--- src/rtl/pst_pkg.sv ---
package pst_pkg;
    typedef enum logic [1:0] {
        FMT_I2S  = 2'd0,
        FMT_LJ   = 2'd1,
        FMT_RJ   = 2'd2,
        FMT_DSPA = 2'd3
    } fmt_e;
endpackage

--- src/rtl/pst_bclk_gen.sv ---
module pst_bclk_gen #(
    parameter int HALF_DIV = 1
) (
    input  logic clk,
    input  logic rst_n,
    output logic bclk,
    output logic fall_evt
);
    localparam int CNTW = (HALF_DIV > 1) ? $clog2(HALF_DIV) : 1;

    typedef struct packed {
        logic [CNTW-1:0] cnt;
        logic            ph;
    } gen_t;

    gen_t gen_d, gen_q;
    logic at_end;

    always_comb begin
        gen_d  = gen_q;
        at_end = (gen_q.cnt == CNTW'(HALF_DIV - 1));
        if (at_end) begin
            gen_d.cnt = '0;
            gen_d.ph  = !gen_q.ph;
        end else begin
            gen_d.cnt = gen_q.cnt + CNTW'(1);
        end
    end

    always_ff @(posedge clk) begin
        if (!rst_n) gen_q <= '0;
        else        gen_q <= gen_d;
    end

    assign bclk     = gen_q.ph;
    assign fall_evt = at_end && gen_q.ph;


    bclk_fall_chk: assert property (@(posedge clk) disable iff (!rst_n)
        fall_evt |=> !bclk);

    bclk_rise_chk: assert property (@(posedge clk) disable iff (!rst_n)
        (at_end && !bclk) |=> bclk);
endmodule

--- src/rtl/pst_sample_hold.sv ---
module pst_sample_hold #(
    parameter int CH_MAX = 4,
    parameter int SW_MAX = 16
) (
    input  logic                     clk,
    input  logic                     rst_n,
    input  logic                     in_valid,
    output logic                     in_ready,
    input  logic [CH_MAX*SW_MAX-1:0] in_data,
    input  logic                     take,
    output logic [CH_MAX*SW_MAX-1:0] frame_words,
    output logic                     starved
);
    localparam int FW = CH_MAX * SW_MAX;

    typedef struct packed {
        logic [FW-1:0] hold;
        logic [FW-1:0] frame;
        logic          full;
    } hold_t;

    hold_t hs_d, hs_q;

    always_comb begin
        hs_d    = hs_q;
        starved = take && !hs_q.full;
        if (take && hs_q.full) begin
            hs_d.frame = hs_q.hold;
            hs_d.full  = 1'b0;
        end
        if (in_valid && !hs_q.full) begin
            hs_d.hold = in_data;
            hs_d.full = 1'b1;
        end
    end

    always_ff @(posedge clk) begin
        if (!rst_n) hs_q <= '0;
        else        hs_q <= hs_d;
    end

    assign in_ready    = !hs_q.full;
    assign frame_words = hs_d.frame;


    accept_fill_chk: assert property (@(posedge clk) disable iff (!rst_n)
        (in_valid && in_ready) |=> !in_ready);

    starve_keep_chk: assert property (@(posedge clk) disable iff (!rst_n)
        starved |=> $stable(hs_q.frame));
endmodule

--- src/rtl/pcm_serial_tx.sv ---
module pcm_serial_tx
    import pst_pkg::*;
#(
    parameter int SW_MAX   = 16,
    parameter int SLOT_MAX = 32,
    parameter int CH_MAX   = 4,
    parameter int HALF_DIV = 1,
    localparam int WBW = $clog2(SW_MAX + 1),
    localparam int SBW = $clog2(SLOT_MAX + 1),
    localparam int CBW = $clog2(CH_MAX + 1)
) (
    input  logic                     clk,
    input  logic                     rst_n,
    input  logic [1:0]               fmt_sel,
    input  logic [WBW-1:0]           word_bits,
    input  logic [SBW-1:0]           slot_bits,
    input  logic [CBW-1:0]           chan_cnt,
    input  logic                     smp_valid,
    output logic                     smp_ready,
    input  logic [CH_MAX*SW_MAX-1:0] smp_data,
    output logic                     bclk_o,
    output logic                     fclk_o,
    output logic                     sdata_o,
    output logic                     underrun_o
);
    localparam int SIW = (CH_MAX > 1) ? $clog2(CH_MAX) : 1;
    localparam int SWI = (SW_MAX > 1) ? $clog2(SW_MAX) : 1;

    typedef struct packed {
        fmt_e           fmt;
        logic [WBW-1:0] wb;
        logic [SBW-1:0] sb;
        logic [CBW-1:0] nc;
    } cfg_t;

    typedef struct packed {
        cfg_t           cfg;
        logic [SBW-1:0] k;
        logic [SIW-1:0] s;
        logic           started;
        logic           fclk;
        logic           sdata;
        logic           tail;
        logic           underrun;
    } ser_t;

    ser_t ser_d, ser_q;

    logic                     fall_evt;
    logic                     frame_wrap;
    logic                     starved;
    logic [CH_MAX*SW_MAX-1:0] frame_words;
    logic [CBW-1:0]           nslot_q;
    logic                     last_bit, last_slot;
    logic [SW_MAX-1:0]        cur_word;
    logic [SBW-1:0]           lj_idx, rj_idx;
    logic                     lj_bit, rj_bit;

    pst_bclk_gen #(.HALF_DIV(HALF_DIV)) u_bclk (
        .clk      (clk),
        .rst_n    (rst_n),
        .bclk     (bclk_o),
        .fall_evt (fall_evt)
    );

    pst_sample_hold #(.CH_MAX(CH_MAX), .SW_MAX(SW_MAX)) u_hold (
        .clk         (clk),
        .rst_n       (rst_n),
        .in_valid    (smp_valid),
        .in_ready    (smp_ready),
        .in_data     (smp_data),
        .take        (frame_wrap),
        .frame_words (frame_words),
        .starved     (starved)
    );

    // frame boundary detection from the registered position
    always_comb begin
        nslot_q    = (ser_q.cfg.fmt == FMT_DSPA) ? ser_q.cfg.nc : CBW'(2);
        last_bit   = (ser_q.k == ser_q.cfg.sb - SBW'(1));
        last_slot  = (CBW'(ser_q.s) == nslot_q - CBW'(1));
        frame_wrap = fall_evt && (!ser_q.started || (last_bit && last_slot));
    end

    always_comb begin
        ser_d          = ser_q;
        ser_d.underrun = 1'b0;
        cur_word       = '0;
        lj_idx         = '0;
        rj_idx         = '0;
        lj_bit         = 1'b0;
        rj_bit         = 1'b0;
        if (fall_evt) begin
            ser_d.started = 1'b1;
            if (frame_wrap) begin
                ser_d.cfg      = '{fmt: fmt_e'(fmt_sel), wb: word_bits,
                                   sb: slot_bits, nc: chan_cnt};
                ser_d.k        = '0;
                ser_d.s        = '0;
                ser_d.underrun = starved;
            end else if (last_bit) begin
                ser_d.k = '0;
                ser_d.s = ser_q.s + SIW'(1);
            end else begin
                ser_d.k = ser_q.k + SBW'(1);
            end
            cur_word = frame_words[ser_d.s*SW_MAX +: SW_MAX];
            lj_idx   = SBW'(ser_d.cfg.wb) - SBW'(1) - ser_d.k;
            rj_idx   = ser_d.cfg.sb - SBW'(1) - ser_d.k;
            lj_bit   = (ser_d.k < SBW'(ser_d.cfg.wb)) ? cur_word[lj_idx[SWI-1:0]] : 1'b0;
            rj_bit   = (rj_idx < SBW'(ser_d.cfg.wb)) ? cur_word[rj_idx[SWI-1:0]] : 1'b0;
            ser_d.tail = lj_bit;
            case (ser_d.cfg.fmt)
                FMT_I2S: begin
                    ser_d.fclk  = (ser_d.s == SIW'(1));
                    ser_d.sdata = ser_q.tail;
                end
                FMT_LJ: begin
                    ser_d.fclk  = (ser_d.s == '0);
                    ser_d.sdata = lj_bit;
                end
                FMT_RJ: begin
                    ser_d.fclk  = (ser_d.s == '0);
                    ser_d.sdata = rj_bit;
                end
                default: begin
                    ser_d.fclk  = (ser_d.s == '0) && (ser_d.k == '0);
                    ser_d.sdata = ser_q.tail;
                end
            endcase
        end
    end

    always_ff @(posedge clk) begin
        if (!rst_n) ser_q <= '0;
        else        ser_q <= ser_d;
    end

    assign fclk_o     = ser_q.fclk;
    assign sdata_o    = ser_q.sdata;
    assign underrun_o = ser_q.underrun;


    fclk_edge_chk: assert property (@(posedge clk) disable iff (!rst_n)
        (fclk_o != $past(fclk_o)) |-> $past(fall_evt));

    sdata_edge_chk: assert property (@(posedge clk) disable iff (!rst_n)
        (sdata_o != $past(sdata_o)) |-> $past(fall_evt));

    dsp_pulse_chk: assert property (@(posedge clk) disable iff (!rst_n)
        (fall_evt && fclk_o && ser_q.cfg.fmt == FMT_DSPA) |=> !fclk_o);

    underrun_pulse_chk: assert property (@(posedge clk) disable iff (!rst_n)
        underrun_o |=> !underrun_o);

    cfg_hold_chk: assert property (@(posedge clk) disable iff (!rst_n)
        !frame_wrap |=> $stable(ser_q.cfg));
endmodule

--- config.mk ---
export PLATFORM = sky130hd
export DESIGN_NAME = pcm_serial_tx
export DESIGN_NICKNAME = d
export VERILOG_FILES = /design/src/rtl/pst_pkg.sv /design/src/rtl/pst_bclk_gen.sv /design/src/rtl/pst_sample_hold.sv /design/src/rtl/pcm_serial_tx.sv
export SDC_FILE = /design/constraint.sdc
export NUM_CORES = 1
export LEC_CHECK = 0
export ABC_AREA = 1
export BUFFER_PORTS_ARGS = -buffer_cell sky130_fd_sc_hd__buf_2
export CAP_MARGIN = 20
export CELL_PAD_IN_SITES_DETAIL_PLACEMENT = 1
export CELL_PAD_IN_SITES_GLOBAL_PLACEMENT = 1
export CORE_ASPECT_RATIO = 0.8
export CORE_UTILIZATION = 35
export DETAILED_ROUTE_END_ITERATION = 6
export GPL_TIMING_DRIVEN = 1
export PLACE_DENSITY = 0.79
export SLEW_MARGIN = 10
export SYNTH_ARGS = -nofsm -noshare
export SYNTH_HDL_FRONTEND = slang
export SYNTH_SLANG_ARGS = --single-unit
--- constraint.sdc ---
create_clock -name clk -period 5.5 [get_ports clk]
set_clock_uncertainty 0.1 [all_clocks]
set_input_delay 0.55 -clock clk [delete_from_list [all_inputs] [get_ports clk]]
set_output_delay 0.55 -clock clk [all_outputs]
set_load 0.05 [all_outputs]
Word-level counts from Yosys, hierarchy flattened
Index checks and enable logic that the tools add are counted.
{ "totals": {"wordCells": 72, "out_inout_bits": 5, "in_bits": 83, "reg_bits": 160} }
{ "op_classes": {"add_sub_neg": 9, "n_lt_le_gt_ge": 4, "reduce_logical": 18, "shift": 1, "n_eq_ne": 7, "n_bitwise": 1, "muxes": 16} }
{ "ops": {"columns": ["operator", "n"], "rows": [
  ["2-to-1 mux 65 bit", 1],
  ["indexed part select 64 x 7 -> 16 bit", 1],
  ["2-to-1 mux 16 bit", 2],
  ["2-to-1 mux 8 bit", 2],
  ["less-than comparator 6 x 5 -> 1 bit", 2],
  ["subtractor 6 x 1 -> 6 bit (second input constant)", 2],
  ["less-than comparator 4 x 5 -> 1 bit (second input constant)", 2],
  ["binary-select mux 1 bit (select 4 bit)", 2],
  ["logical AND 1 bit", 7],
  ["adder 6 x 1 -> 6 bit (second input constant)", 1],
  ["equality test 6 bit", 1],
  ["zero test 6 bit", 1],
  ["2-to-1 mux 6 bit", 1],
  ["one-hot mux 2 bit (3 select lines)", 1],
  ["subtractor 6 bit", 1],
  ["2-to-1 mux 1 bit", 5],
  ["equality test 2 x 1 -> 1 bit (second input constant)", 2],
  ["equality test 2 bit (second input constant)", 2],
  ["zero test 2 bit", 2],
  ["AND reduction 2 bit", 2],
  ["subtractor 4 x 1 -> 4 bit (second input constant)", 1],
  ["subtractor 4 bit", 1],
  ["equality test 2 x 3 -> 1 bit", 1],
  ["zero test 1 bit", 3],
  ["10 further kinds", 10]
]} }

Longest topological paths before layout
{ "logic_depth": {"depth_word": 15, "depth_mapped": 36, "mapped_depth_nobuf": 33} }

Modules after synthesis
A second synthesis with hierarchy kept.
{ "unflattened": {"cells_unflattened": 1567, "hier_area_um2": 9636.7} }
{ "modules_own_cells": {"columns": ["mod", "instances", "cells_each", "area_per_inst_um2", "seq_area_each_um2"], "rows": [
  ["pst_sample_hold", 1, 1024, 6379.9, 2582.5],
  ["pcm_serial_tx", 1, 534, 3188.1, 580.6],
  ["pst_bclk_gen", 1, 9, 68.8, 40.0]
]} }

Least setup slack after synthesis
No wires, ideal clock.
{ "synth_path": {"path_type": "register to register", "startpoint": "register ser_q[28] (netlist bit)", "endpoint": "register ser_q (netlist bit sdata_o)", "synth_period_minus_slack_ps": 4112, "t_required_ps": 5344, "arrival_time_ps": 3956, "slack_ps": 1388, "setup_time_ps": 56, "stages_incl_launch_ff": 32, "path_cell_list": "dfxtp_1 > inv_1 > nor3_1 > ha_1 > inv_1 > nand2_1 > nand2_1 > nand3_1 > nor2_1 > nand4_1 > nand2_2 > nand2_4 > buf_2 > clkbuf_1 > buf_2 > o21ai_0 > inv_1 > ha_1 > a21oi_1 > inv_1 > a31oi_1 > nand2_1 > nand2_1 > inv_1 > ha_1 > a21oi_1 > o2111ai_1 > nor2_1 > nand4_1 > nand3_1 > nand2_1 > inv_1"} }
{ "synth_via": {"elab_chain_cells": 15, "elab_cells_between_ends": 30, "cone_classes": "5 x add/sub; 2 x order compare; 4 x eq/ne; 1 x shift; 13 x mux; 5 x reduce/logical"} }
{ "synth_lines": {"columns": ["element", "line_no", "rtl"], "rows": [
  ["start: declaration", "pcm_serial_tx.sv:47", "ser_t ser_d, ser_q;"],
  ["start signal: assignment", "pcm_serial_tx.sv:136", "else ser_q <= ser_d;"],
  ["equality test 2 bit", "pcm_serial_tx.sv:79", "nslot_q = (ser_q.cfg.fmt == FMT_DSPA) ? ser_q.cfg.nc : CBW'(2);"],
  ["2-to-1 mux 3 bit", "pcm_serial_tx.sv:79", null],
  ["subtractor 3 x 1 -> 3 bit", "pcm_serial_tx.sv:81", "last_slot = (CBW'(ser_q.s) == nslot_q - CBW'(1));"],
  ["equality test 2 x 3 -> 1 bit", "pcm_serial_tx.sv:81", null],
  ["logical AND 1 bit", "pcm_serial_tx.sv:82", "frame_wrap = fall_evt && (!ser_q.started || (last_bit && last_slot));"],
  ["logical OR 1 bit", "pcm_serial_tx.sv:82", null],
  ["logical AND 1 bit", "pcm_serial_tx.sv:82", null],
  ["2-to-1 mux 16 bit", "pcm_serial_tx.sv:95", "if (frame_wrap) begin"],
  ["2-to-1 mux 16 bit", "pcm_serial_tx.sv:93", "if (fall_evt) begin"],
  ["subtractor 6 x 1 -> 6 bit or subtractor 4 x 1 -> 4 bit (tied branches)", "pcm_serial_tx.sv:109, pcm_serial_tx.sv:108", null],
  ["subtractor 6 bit or subtractor 4 bit (tied branches)", "pcm_serial_tx.sv:109, pcm_serial_tx.sv:108", null],
  ["binary-select mux 1 bit (select 4 bit) (on tied branches)", "pcm_serial_tx.sv:111, pcm_serial_tx.sv:110", null],
  ["2-to-1 mux 1 bit (on tied branches) (2 in a row)", "pcm_serial_tx.sv:111, pcm_serial_tx.sv:110", null],
  ["one-hot mux 2 bit (3 select lines) (*)", "pcm_serial_tx.sv:113", "case (ser_d.cfg.fmt)"]
]} }
Mark *: on every way between the ends. The rest lies on a longest branch, timed or not. The select of a mux whose other input is x is not followed.
A chain may end at the register's enable or synchronous reset.

Final worst setup path
Same ends and word-level chain as after synthesis.

==> results by group <==
Route
  • Routed Antenna Nets: 0
  • Final WL: 23500 um
  • DRC viols: 0
  • First-pass DRT Iterations: 5
  • Vias: 7588
  • DR iter-0 viols: 344
  • Vias/cell: 4.91
  • Routed len/inst: 15.2 um

Critical path
  • CP Buf/Inv Count: 5
  • CP Capture Type: register
  • Setup crit end: sdata_o
  • Crit path max-delay cell type: xnor2_1
  • CP top delay family: simple AND/OR/NAND/NOR gates
  • CP max stage delay: 0.46 ns
  • R2R setup slack: 1.09 ns
  • Kind of critical path: register to register
  • Worst reg-to-reg path cell count: 26
  • Worst EP required: 5.77 ns
  • Max FO, Critical Path: 35
  • Critical path's most frequent cell: inv_1
  • FF-to-FF Start: ser_q[28]
  • CP arrival: 4.68 ns
  • CP startpoint: ser_q[28]
  • Levels on crit path: 26
  • Worst R2R End: sdata_o
  • Startpoint types: register

Global route
  • Largest net degree at the start of global routing: 81
  • Vias in the first global route: 7645
  • First-pass GRT wire length: 38300 um
  • Grt ovf: 0
  • Tot GR Track Use: 21.2%
  • Initial antenna violation count: 0

Power and ir drop
  • Max rail drop VDD: 0.206 mV
  • Switch Pwr: 848 uW
  • Total Power: 2.99 mW
  • Clock power frac: 43.0%
  • Logic gate share of total power: 15.1%
  • Pwr dens: 325 nW/um^2
  • Leak: 4.37 nW
  • Sw Ratio: 28.4%
  • Reg power frac: 41.9%
  • Internal Power: 2.14 mW

STA
  • Period minus WS final: 4.41 ns
  • Final Max Tran Viols: 0
  • RSZ-0062 raised after global routing: false
  • Tightest hold margin: 0.284 ns
  • Final setup margin: 1.09 ns
  • Final hold violation count: 0
  • Final setup fails: 0
  • Worst-margin pin slew: 0.919 ns
  • Relative max-transition margin: 38.7%
  • Highest clock rate: 0.227 GHz
  • Sum Neg Setup Slack: 0 ns
  • Period utilization: 80.1%

Cells and area
  • FILL cells: 2853
  • Fraction of final layout cells sized beyond drive strength 1: 12.2%
  • Post-layout nets: 1337
  • Fin util: 41.9%
  • ANT cells: 0
  • Syn-to-layout area delta: 15.8%
  • Most frequent cells in the layout: nand2_1, inv_1, dfxtp_1
  • Commonest non-fill, non-tap cell in the layout: nand2_1

Logic synthesis
  • Asr flop ratio synth: 0%
  • Syn avg cell area: 6.73 sq um
  • Post-Synthesis Cells: 1178
  • Yosys Warn Count: 0
  • Syn nets: 1283
  • Mapped cell area: 7930 sq um
  • Post-synth EDFFs: 0
  • Post-synthesis cell type count: 40
  • Register area share after synthesis: 40.4%
  • Synthesis-stage register bit count: 160
  • Synth Flop Type: dfxtp_1

Status
  • Status: completed

Run
  • Max-cap violations: 0

Clock tree
  • Clock-pin slew on the worst setup and hold paths: 0.06 ns
  • Number of clock sinks: 160
  • H-Tree Depth: 4
  • CTS tree: done
  • Post-cts hold buffer count: 0
  • Skew-Pair Late Insertion Delay: 0.43 ns
  • Root buffer cell: clkbuf_16
  • Post-CTS Resized: 0
  • Setup bufs post-CTS: 0
  • Total clock buffers created by CTS: 17
  • CTS Buffer Depth: 2

Placement
  • Buffers on Ports: 87
  • Post-DP HPWL: 16400 um
  • Gpl congestion: 0.858
  • Pre-CTS setup slack: 1.12 ns

Floorplan
  • Top Ports: 88
  • Die Area: 23300 sq um
  • Initial Util: 36.2%
  • Core Area: 21900 sq um
  • Die Wd: 170 um
  • Rows: 48
  • Die H: 137 um

Min path
  • Worst min path class: input port to register
-- power by group through the flow --
| stage | sequential (mW) | clock, mW | combinational (mW) |
|---|---|---|---|
| 6_report | 1.25 | 1.29 | 0.451 |
| 5_1_grt | 1.26 | 1.36 | 0.513 |
| 4_1_cts | 1.25 | 1.32 | 0.448 |
| 3_5_place_dp | 1.28 | 0 | 0.443 |
| 3_3_place_gp | 1.27 | 0 | 0.428 |
| 2_1_floorplan | 1.27 | 0 | 0.309 |
-- routing by layer --
metal,global-route usage [%],wire [um],up-vias
met5,0,0,-
met4,7.31,401,0
met3,3.67,688,28
met2,34.9,10700,119
met1,27.9,11700,3604
li1,-,-,3837
-- worst register-to-register path, delay by kind of cell (launching register included) --
family                   cells  cell delay, ns
AND/OR/NAND/NOR             16            1.89
adder cells (fa/ha/maj)      4            1.25
XOR/XNOR                     1            0.46
flip-flops                   1            0.37
buffers and inverters        5            0.28
-- logic make-up (layout without fill, tap and decap cells) --
group                      after synthesis  count (layout)  share of synthesized area, %
AOI/OAI and AO/OA                      175             175                          11.6
other                                    1               1                        0.0473
and+or+nand+nor                        552             552                          30.2
xor gates and xnor gates                11              11                          1.21
muxes                                    2               2                         0.252
buffers and inverters                  255             322                          12.7
adders and majority gates               22              22                          3.66
DFF                                    160             160                          40.4
-- cell type report --
class	count	area (sq um)	area share (%)
clock inverters	15	210	2.29
repair buffers	94	508	5.53
multi-input cells	763	3720	40.6
inverters	196	737	8.03
flip-flops and latches	160	3200	34.9
well taps	300	375	4.09
clock buffers	17	425	4.63
-- state kept, by name, summed over array words and instances, names as in the netlist --
register      cells
sdata_o           1
u_hold.hs_q     129
u_bclk.gen_q      1
u_bclk.bclk       1
fclk_o            1
underrun_o        1
ser_q            26
-- Yosys cell counts, types with 2 or more instances --
cell / number / share of area [%]
inv_2: 11 / 0.52
nor2_2: 3 / 0.24
xnor2_1: 6 / 0.66
o22ai_1: 7 / 0.55
clkbuf_1: 38 / 1.8
a21oi_1: 50 / 3.2
nand4_1: 39 / 3.1
ha_1: 20 / 3.2
or2_2: 3 / 0.24
nor2_1: 147 / 7.0
o21ai_0: 94 / 5.9
inv_1: 179 / 8.5
buf_4: 3 / 0.28
nand3_1: 126 / 7.9
nand2_4: 2 / 0.28
clkinv_1: 6 / 0.28
o21ai_1: 15 / 0.95
mux2i_1: 2 / 0.25
o21a_1: 2 / 0.19
dfxtp_1: 160 / 40
fa_1: 2 / 0.50
buf_2: 14 / 0.88
nand2_1: 225 / 11
buf_6: 3 / 0.43
xor2_1: 5 / 0.55
nor3_1: 2 / 0.13
-- through the flow --
stage | instance area (sq um) | std cells
4_1_cts | 9160 | 1544
3_3_place_gp | 8520 | 1512
2_1_floorplan | 7930 | 1178
6_report | 9180 | 1545
3_5_place_dp | 8520 | 1512
5_1_grt | 9180 | 1545
-- worst min-delay path by stage --
stage / end / slack (ns) / depth (start not counted) / from
3_5_place_dp: u_hold.hs_q[94] / 0.34 / 2 / u_hold.hs_q[94]
3_3_place_gp: u_hold.hs_q[94] / 0.34 / 2 / u_hold.hs_q[94]
5_1_grt: u_hold.hs_q[69] / 0.28 / 3 / smp_data[4]
6_report: u_hold.hs_q[69] / 0.28 / 3 / smp_data[4]
4_1_cts: u_hold.hs_q[69] / 0.27 / 3 / smp_data[4]
2_1_floorplan: u_hold.hs_q[94] / 0.32 / 2 / u_hold.hs_q[94]
(Power assumes the default switching activity.)
